File: src/rtl/bar_pkg.sv
package bar_pkg;

  typedef enum logic [1:0] {
    KIND_MEM32 = 2'd0,
    KIND_MEM64 = 2'd1,
    KIND_IO    = 2'd2
  } bar_kind_e;

  localparam int ADDR_W   = 64;
  localparam int ADDR_LSB = 4;
  localparam int BASE_W   = ADDR_W - ADDR_LSB;
  localparam int DATA_W   = 32;
  localparam int SIZE_W   = 6;
  localparam int SIZE_LSB = 4;
  localparam int EN_BIT   = 31;
  localparam int LO_BITS  = DATA_W - ADDR_LSB;

  // Writable stored-base positions for a given setup; bit i covers address bit i+4.
  function automatic logic [BASE_W-1:0] wr_mask(input logic en,
                                                input logic [SIZE_W-1:0] size,
                                                input logic is64);
    logic [BASE_W-1:0] m;
    for (int i = 0; i < BASE_W; i++) begin
      int pos;
      pos = i + ADDR_LSB;
      m[i] = en && (is64 || pos < DATA_W) &&
             ((size == '0) || (int'(size) >= ADDR_LSB && pos >= int'(size)));
    end
    return m;
  endfunction

  function automatic logic size_valid(input logic [SIZE_W-1:0] size);
    return (size == '0) || (int'(size) >= ADDR_LSB);
  endfunction

  function automatic logic [ADDR_LSB-1:0] kind_code(input bar_kind_e k);
    case (k)
      KIND_MEM64: return 4'b0100;
      KIND_IO:    return 4'b0001;
      default:    return 4'b0000;
    endcase
  endfunction

endpackage

File: src/rtl/bar_setup_reg.sv
module bar_setup_reg
  import bar_pkg::*;
(
  input  logic              clk,
  input  logic              rst_n,
  input  logic              wr,
  input  logic [3:0]        be,
  input  logic [DATA_W-1:0] wdata,
  output logic [SIZE_W-1:0] size_q,
  output logic              en_q,
  output logic [SIZE_W-1:0] size_d,
  output logic              en_d
);

  logic unused_bits;
  assign unused_bits = ^{wdata[30:10], wdata[3:0], be[2]};

  always_comb begin
    size_d = size_q;
    en_d   = en_q;
    if (wr && be[0]) size_d[3:0] = wdata[SIZE_LSB +: 4];
    if (wr && be[1]) size_d[5:4] = wdata[SIZE_LSB+4 +: 2];
    if (wr && be[3]) en_d        = wdata[EN_BIT];
  end

  always_ff @(posedge clk) begin
    if (!rst_n) begin
      size_q <= '0;
      en_q   <= 1'b0;
    end else begin
      size_q <= size_d;
      en_q   <= en_d;
    end
  end

endmodule

File: src/rtl/bar_base_reg.sv
module bar_base_reg
  import bar_pkg::*;
#(
  parameter bit IS64 = 1'b1
) (
  input  logic              clk,
  input  logic              rst_n,
  input  logic              wr_lo,
  input  logic              wr_hi,
  input  logic [3:0]        be,
  input  logic [DATA_W-1:0] wdata,
  input  logic [BASE_W-1:0] keep_mask,
  output logic [BASE_W-1:0] base_q
);

  logic [DATA_W-1:0]  byte_mask;
  logic [LO_BITS-1:0] lo_d;
  logic [DATA_W-1:0]  hi_d;
  logic [BASE_W-1:0]  base_d;

  for (genvar b = 0; b < 4; b++) begin : g_bm
    assign byte_mask[b*8 +: 8] = {8{be[b]}};
  end

  assign lo_d = wr_lo ? ((base_q[LO_BITS-1:0] & ~byte_mask[DATA_W-1:ADDR_LSB]) |
                         (wdata[DATA_W-1:ADDR_LSB] & byte_mask[DATA_W-1:ADDR_LSB]))
                      : base_q[LO_BITS-1:0];

  if (IS64) begin : g_hi
    assign hi_d = wr_hi ? ((base_q[BASE_W-1:LO_BITS] & ~byte_mask) | (wdata & byte_mask))
                        : base_q[BASE_W-1:LO_BITS];
  end else begin : g_no_hi
    logic unused_hi;
    assign unused_hi = ^{wr_hi, wdata[ADDR_LSB-1:0], base_q[BASE_W-1:LO_BITS]};
    assign hi_d = '0;
  end

  // Apply the mask of the setup that takes effect at this edge.
  assign base_d = {hi_d, lo_d} & keep_mask;

  always_ff @(posedge clk) begin
    if (!rst_n) base_q <= '0;
    else        base_q <= base_d;
  end

endmodule

File: src/rtl/bar_hit_cmp.sv
module bar_hit_cmp
  import bar_pkg::*;
#(
  parameter bit IS64 = 1'b1
) (
  input  logic [ADDR_W-1:0] addr,
  input  logic [BASE_W-1:0] base,
  input  logic [BASE_W-1:0] mask,
  input  logic              en,
  input  logic              size_ok,
  output logic              hit
);

  logic unused_lsb;
  logic span_ok;
  logic base_eq;

  assign unused_lsb = ^addr[ADDR_LSB-1:0];
  assign base_eq    = ((addr[ADDR_W-1:ADDR_LSB] ^ base) & mask) == '0;

  if (IS64) begin : g_wide
    assign span_ok = 1'b1;
  end else begin : g_narrow
    assign span_ok = addr[ADDR_W-1:DATA_W] == '0;
  end

  assign hit = en && size_ok && base_eq && span_ok;

endmodule

File: src/rtl/bar_prog_size.sv
module bar_prog_size
  import bar_pkg::*;
#(
  parameter int unsigned CFG_AW    = 12,
  parameter int unsigned SETUP_OFS = 'h0A0,
  parameter int unsigned BAR_OFS   = 'h010,
  parameter bar_kind_e   KIND      = KIND_MEM64
) (
  input  logic              clk,
  input  logic              rst_n,
  input  logic [CFG_AW-1:0] cfg_addr,
  input  logic              cfg_we,
  input  logic [3:0]        cfg_be,
  input  logic [31:0]       cfg_wdata,
  output logic [31:0]       cfg_rdata,
  input  logic [63:0]       hit_addr,
  output logic              hit
);

  localparam bit                IS64    = (KIND == KIND_MEM64);
  localparam logic [CFG_AW-1:0] SETUP_A = CFG_AW'(SETUP_OFS);
  localparam logic [CFG_AW-1:0] LO_A    = CFG_AW'(BAR_OFS);
  localparam logic [CFG_AW-1:0] HI_A    = CFG_AW'(BAR_OFS + 4);

  // Named events and state for the checker.
  logic              sel_setup, sel_lo, sel_hi;
  logic              wr_setup, wr_lo, wr_hi;
  logic [SIZE_W-1:0] size_q, size_d;
  logic              en_q, en_d;
  logic [BASE_W-1:0] base_q;
  logic [BASE_W-1:0] cur_mask, nxt_mask;
  logic              size_ok;

  assign sel_setup = cfg_addr == SETUP_A;
  assign sel_lo    = cfg_addr == LO_A;
  assign sel_hi    = IS64 && (cfg_addr == HI_A);
  assign wr_setup  = cfg_we && sel_setup;
  assign wr_lo     = cfg_we && sel_lo && en_q;
  assign wr_hi     = cfg_we && sel_hi && en_q;

  bar_setup_reg u_setup (
    .clk    (clk),
    .rst_n  (rst_n),
    .wr     (wr_setup),
    .be     (cfg_be),
    .wdata  (cfg_wdata),
    .size_q (size_q),
    .en_q   (en_q),
    .size_d (size_d),
    .en_d   (en_d)
  );

  assign nxt_mask = wr_mask(en_d, size_d, IS64);
  assign cur_mask = wr_mask(en_q, size_q, IS64);
  assign size_ok  = size_valid(size_q);

  bar_base_reg #(.IS64(IS64)) u_base (
    .clk       (clk),
    .rst_n     (rst_n),
    .wr_lo     (wr_lo),
    .wr_hi     (wr_hi),
    .be        (cfg_be),
    .wdata     (cfg_wdata),
    .keep_mask (nxt_mask),
    .base_q    (base_q)
  );

  bar_hit_cmp #(.IS64(IS64)) u_hit (
    .addr    (hit_addr),
    .base    (base_q),
    .mask    (cur_mask),
    .en      (en_q),
    .size_ok (size_ok),
    .hit     (hit)
  );

  always_comb begin
    cfg_rdata = '0;
    if (sel_setup) begin
      cfg_rdata[EN_BIT]             = en_q;
      cfg_rdata[SIZE_LSB +: SIZE_W] = size_q;
    end else if (sel_lo && en_q) begin
      cfg_rdata = {base_q[LO_BITS-1:0], kind_code(KIND)};
    end else if (sel_hi && en_q) begin
      cfg_rdata = base_q[BASE_W-1:LO_BITS];
    end
  end

endmodule

File: config.mk
export PLATFORM = sky130hd
export DESIGN_NAME = bar_prog_size
export DESIGN_NICKNAME = d
export VERILOG_FILES = /design/src/rtl/bar_pkg.sv /design/src/rtl/bar_setup_reg.sv /design/src/rtl/bar_base_reg.sv /design/src/rtl/bar_hit_cmp.sv /design/src/rtl/bar_prog_size.sv
export SDC_FILE = /design/constraint.sdc
export NUM_CORES = 1
export LEC_CHECK = 0
export ABC_AREA = 1
export ABC_CLOCK_PERIOD_IN_PS = 2600
export CORE_MARGIN = 8
export CORE_UTILIZATION = 30
export DETAILED_ROUTE_END_ITERATION = 7
export DONT_BUFFER_PORTS = 1
export GPL_TIMING_DRIVEN = 0
export PLACE_DENSITY_LB_ADDON = 0.15
export SLEW_MARGIN = 20
export SYNTH_ARGS = -nofsm -noshare
export SYNTH_HDL_FRONTEND = slang
export SYNTH_SLANG_ARGS = --single-unit
File: constraint.sdc
create_clock -name clk -period 2.6 [get_ports clk]
set_input_delay 0.52 -clock clk [delete_from_list [all_inputs] [get_ports clk]]
set_output_delay 0.52 -clock clk [all_outputs]
set_load 0.03 [all_outputs]
==> flow_summary_export.csv <==
group,metric,value,unit
die,start_util,30.8,%
outcome,status,"finished with violations",
sta,fmax,358,MHz
flow_run,maxCapViolCount,0,
grt,overflow,0,
sta,drv_slew,0,
die,die_w,152,µm
worst_hold_path,whs_path_depth,4,
sta,setup_viol,1,
logic_synthesis,mappedNetlistArea,5550,µm²
logic_synthesis,yosysMostFrequentCell,"nand2_1",
placed_design,place_inst,1124,
logic_synthesis,avgSynthCellArea,6.20,µm²
worst_hold_path,hold_end,"u_base.base_q[7]",
logic_synthesis,yosysSeqAreaShare,24.2,%
logic_synthesis,synthFlopType,"dfxtp_1",
pwr,p_int,1800,µW
logic_synthesis,synthesis.nets,1010,
outcome,violations,"negative setup slack",
drt,drc,0,
pwr,seqPwrFrac,43.7,%
worst_hold_path,hold_class,"input port to flip-flop",
clocking,cts_made_buffers,9,
logic_synthesis,yosys-top-cells-count,"nand2_1, nor2_1, inv_1",
drt,vias_per_cell,5.60,
worst_setup_path,rr_worst_depth,11,
sta,fin_worst_skew,0.00821,ns
logic_synthesis,synth_edf_count,0,
die,die-area,23100,µm²
logic_synthesis,synth_cell_type_count,46,
clocking,cts_tree,"yes",
sta,fin_crit,2.79,ns
drt,wirelength,29700,µm
sta,min_period_over_period,107,%
clocking,clk_pin_slew,0.05,ns
clocking,cts-root-buf,"clkbuf_16",
worst_setup_path,reg2reg_to,"u_base.base_q[36]",
die,coreArea,18000,µm²
worst_setup_path,worstPathMaxFanout,8,
worst_setup_path,path_class,"flip-flop to output port",
sta,hold_ws,0.409,ns
final_layout,instances_no_fill,1170,
pwr,switchingPower,548,µW
placed_design,port_buffers,0,
grt,grt_max_degree,11,
sta,relSlewSlack,42.0,%
grt,grt_antenna_before_repair,0,
logic_synthesis,synth_top_cell_by_area,"dfxtp_1",
pwr,power.share.switching,23.3,%
logic_synthesis,synth-seq-cells,67,
drt,antenna_left,0,
worst_setup_path,startpoint_type,"flip-flop",
worst_setup_path,cp.arrival,2.27,ns
drt,first_pass_iters,5,
pwr,p_leak,0.00287,µW
worst_setup_path,crit_top_cell,"nand2_1",
drt,vias,6557,
final_layout,drive_above_1_share,20.8,%
logic_synthesis,async_flop_share,0,%
placed_design,place_hpwl,24000,µm
worst_setup_path,r2r_start,"u_setup.en_q",
final_layout,fin_nets,1054,
sta,hold_viol_final,0,
clocking,clock_sink_count,67,
worst_setup_path,path_depth,13,
worst_hold_path,hp-start,"cfg_wdata[11]",
pwr,power_frac_clock,50.2,%
logic_synthesis,yosysWarningCount,0,
worst_setup_path,cp_cell_sequence,"buf_6, nor2_4, inv_2, nand3_4, nand2_4, nor2_2, nand2_1, nand2_1, nor2_1, nand4_1, nor2_1, nand2_1, nor2_4",
pwr,irDropWorstVdd,293,µV
logic_synthesis,syn_inst,895,
worst_setup_path,slowest_delay,0.33,ns
pwr,power.density,340,nW/µm²
final_layout,post-route-util,38.3,%
placed_design,place_congestion,1.02,
die,rows,49,
drt,drt_iter0_markers,624,
worst_setup_path,end_kind,"output port",
final_layout,syn_to_final_growth,24.5,%
grt,grt_pass1_wl,42800,µm
worst_setup_path,slowest_stage,"dfxtp_1",
clocking,clockBufferDepth,2,
pwr,comb_power_share,6.2,%
final_layout,num_antenna_cells,0,
grt,grt_util_all_layers,24.5,%
logic_synthesis,synth.area.top_cells,"dfxtp_1, nand2_1, nor2_1",
worst_setup_path,r2r_slack,0.25,ns
sta,tightest_slew,0.886,ns
clocking,htreeDepth,3,
grt,grt_pass1_vias,6462,
die,io_pins,148,
drt,wl_per_cell,25.4,µm
worst_setup_path,required,2.08,ns
clocking,insertion_delay,0.34,ns
sta,fin_ws,-0.192,ns
worst_setup_path,crit_family,"simple AND/OR/NAND/NOR gates",
sta,rsz0062_at_grt,"true",
die,die_height,152,µm
final_layout,num-fill-cells,2001,
logic_synthesis,netlist.area_leader.share,24.2,%
worst_setup_path,cp.buffers_inverters,2,
==> cell usage in the layout (no fill, tap or decap), types with 16 or more instances in the layout <==
cell,count
o22ai_1,20
xnor2_1,23
nor2_1,107
o21ai_0,64
buf_4,26
nand2_2,22
nand2_1,194
dfxtp_1,62
nor2_2,16
nand3_1,50
xor2_1,32
inv_1,85
nor3_1,19
a21oi_1,34
==> metal layers <==
layer / share of wire, % / up-vias / GRT usage (%)
met5: 0 / - / 0
met4: 4.5 / 0 / 11.0
met3: 8.7 / 73 / 5.76
met2: 46 / 339 / 39.8
met1: 41 / 3086 / 30.2
li1: - / 3059 / -
==> worst min-delay path, delay by kind of cell <==
kind	cells	cell delay, ns
simple gates	4	0.19
==> flip-flops by register name, indices dropped and copies added, names as in the netlist <==
signal / flops
u_setup.en_q: 1
u_base.base_q: 60
u_setup.size_q: 6
==> power by group through the flow <==
stage               sequential [µW]  clock, µW  combinational [µW]
floorplan                      1050          0                99.6
global placement               1050          0                 137
detailed placement             1050          0                 136
CTS                            1020       1180                 141
global route                   1020       1220                 157
finish                         1020       1180                 144
==> what timing repair did <==
item | in CTS | in global routing
pin swaps | 14 | 20
resized for setup | 94 | 44
setup buffers | 26 | 8
gates cloned | 0 | 0
setup endpoints to repair | 43 | 17
hold buffers | 0 | 0
==> layout make-up <==
type | count | area [µm²] | area share [%]
Multi-Input combinational cell | 695 | 4030 | 58.4
Sequential cell | 67 | 1350 | 19.6
Inverter | 104 | 420 | 6.09
Timing Repair Buffer | 34 | 345 | 5.00
Tap cell | 229 | 287 | 4.15
Clock buffer | 9 | 225 | 3.26
Buffer | 28 | 199 | 2.88
Clock inverter | 4 | 45.0 | 0.652
==> cell families (layout without fill, tap and decap cells) <==
kind of cell / count (synthesis) / count (layout) / synth area share, %
AND/OR/NAND/NOR: 451 / 451 / 36.1
AO/OA/AOI/OAI: 189 / 189 / 21.1
buffers and inverters: 133 / 179 / 9.84
flip-flops: 67 / 67 / 24.2
XOR/XNOR: 55 / 55 / 8.69
==> through the flow <==
stage	total power, µW	TNS (ns)	cell area (µm²)	setup WS (ns)
3_5_place_dp	1190	-7.49	5850	-1.01
3_3_place_gp	1190	-9.32	5830	-1.05
5_1_grt	2400	-0.278	6910	-0.278
2_1_floorplan	1150	0	5550	0.0802
6_report	2350	-0.192	6910	-0.192
4_1_cts	2340	-0.223	6690	-0.223
==> worst max path at each step <==
stage	start	to	slack, ns
final	u_setup.size_q[1]	hit	-0.19
after global routing	u_setup.size_q[3]	hit	-0.28
after CTS	u_setup.size_q[3]	hit	-0.22
after detailed placement	u_setup.size_q[3]	hit	-1.01
after global placement	u_setup.size_q[3]	hit	-1.05
after floorplan	cfg_addr[11]	cfg_rdata[10]	0.08
No activity file was read; power rests on OpenSTA's default activity.
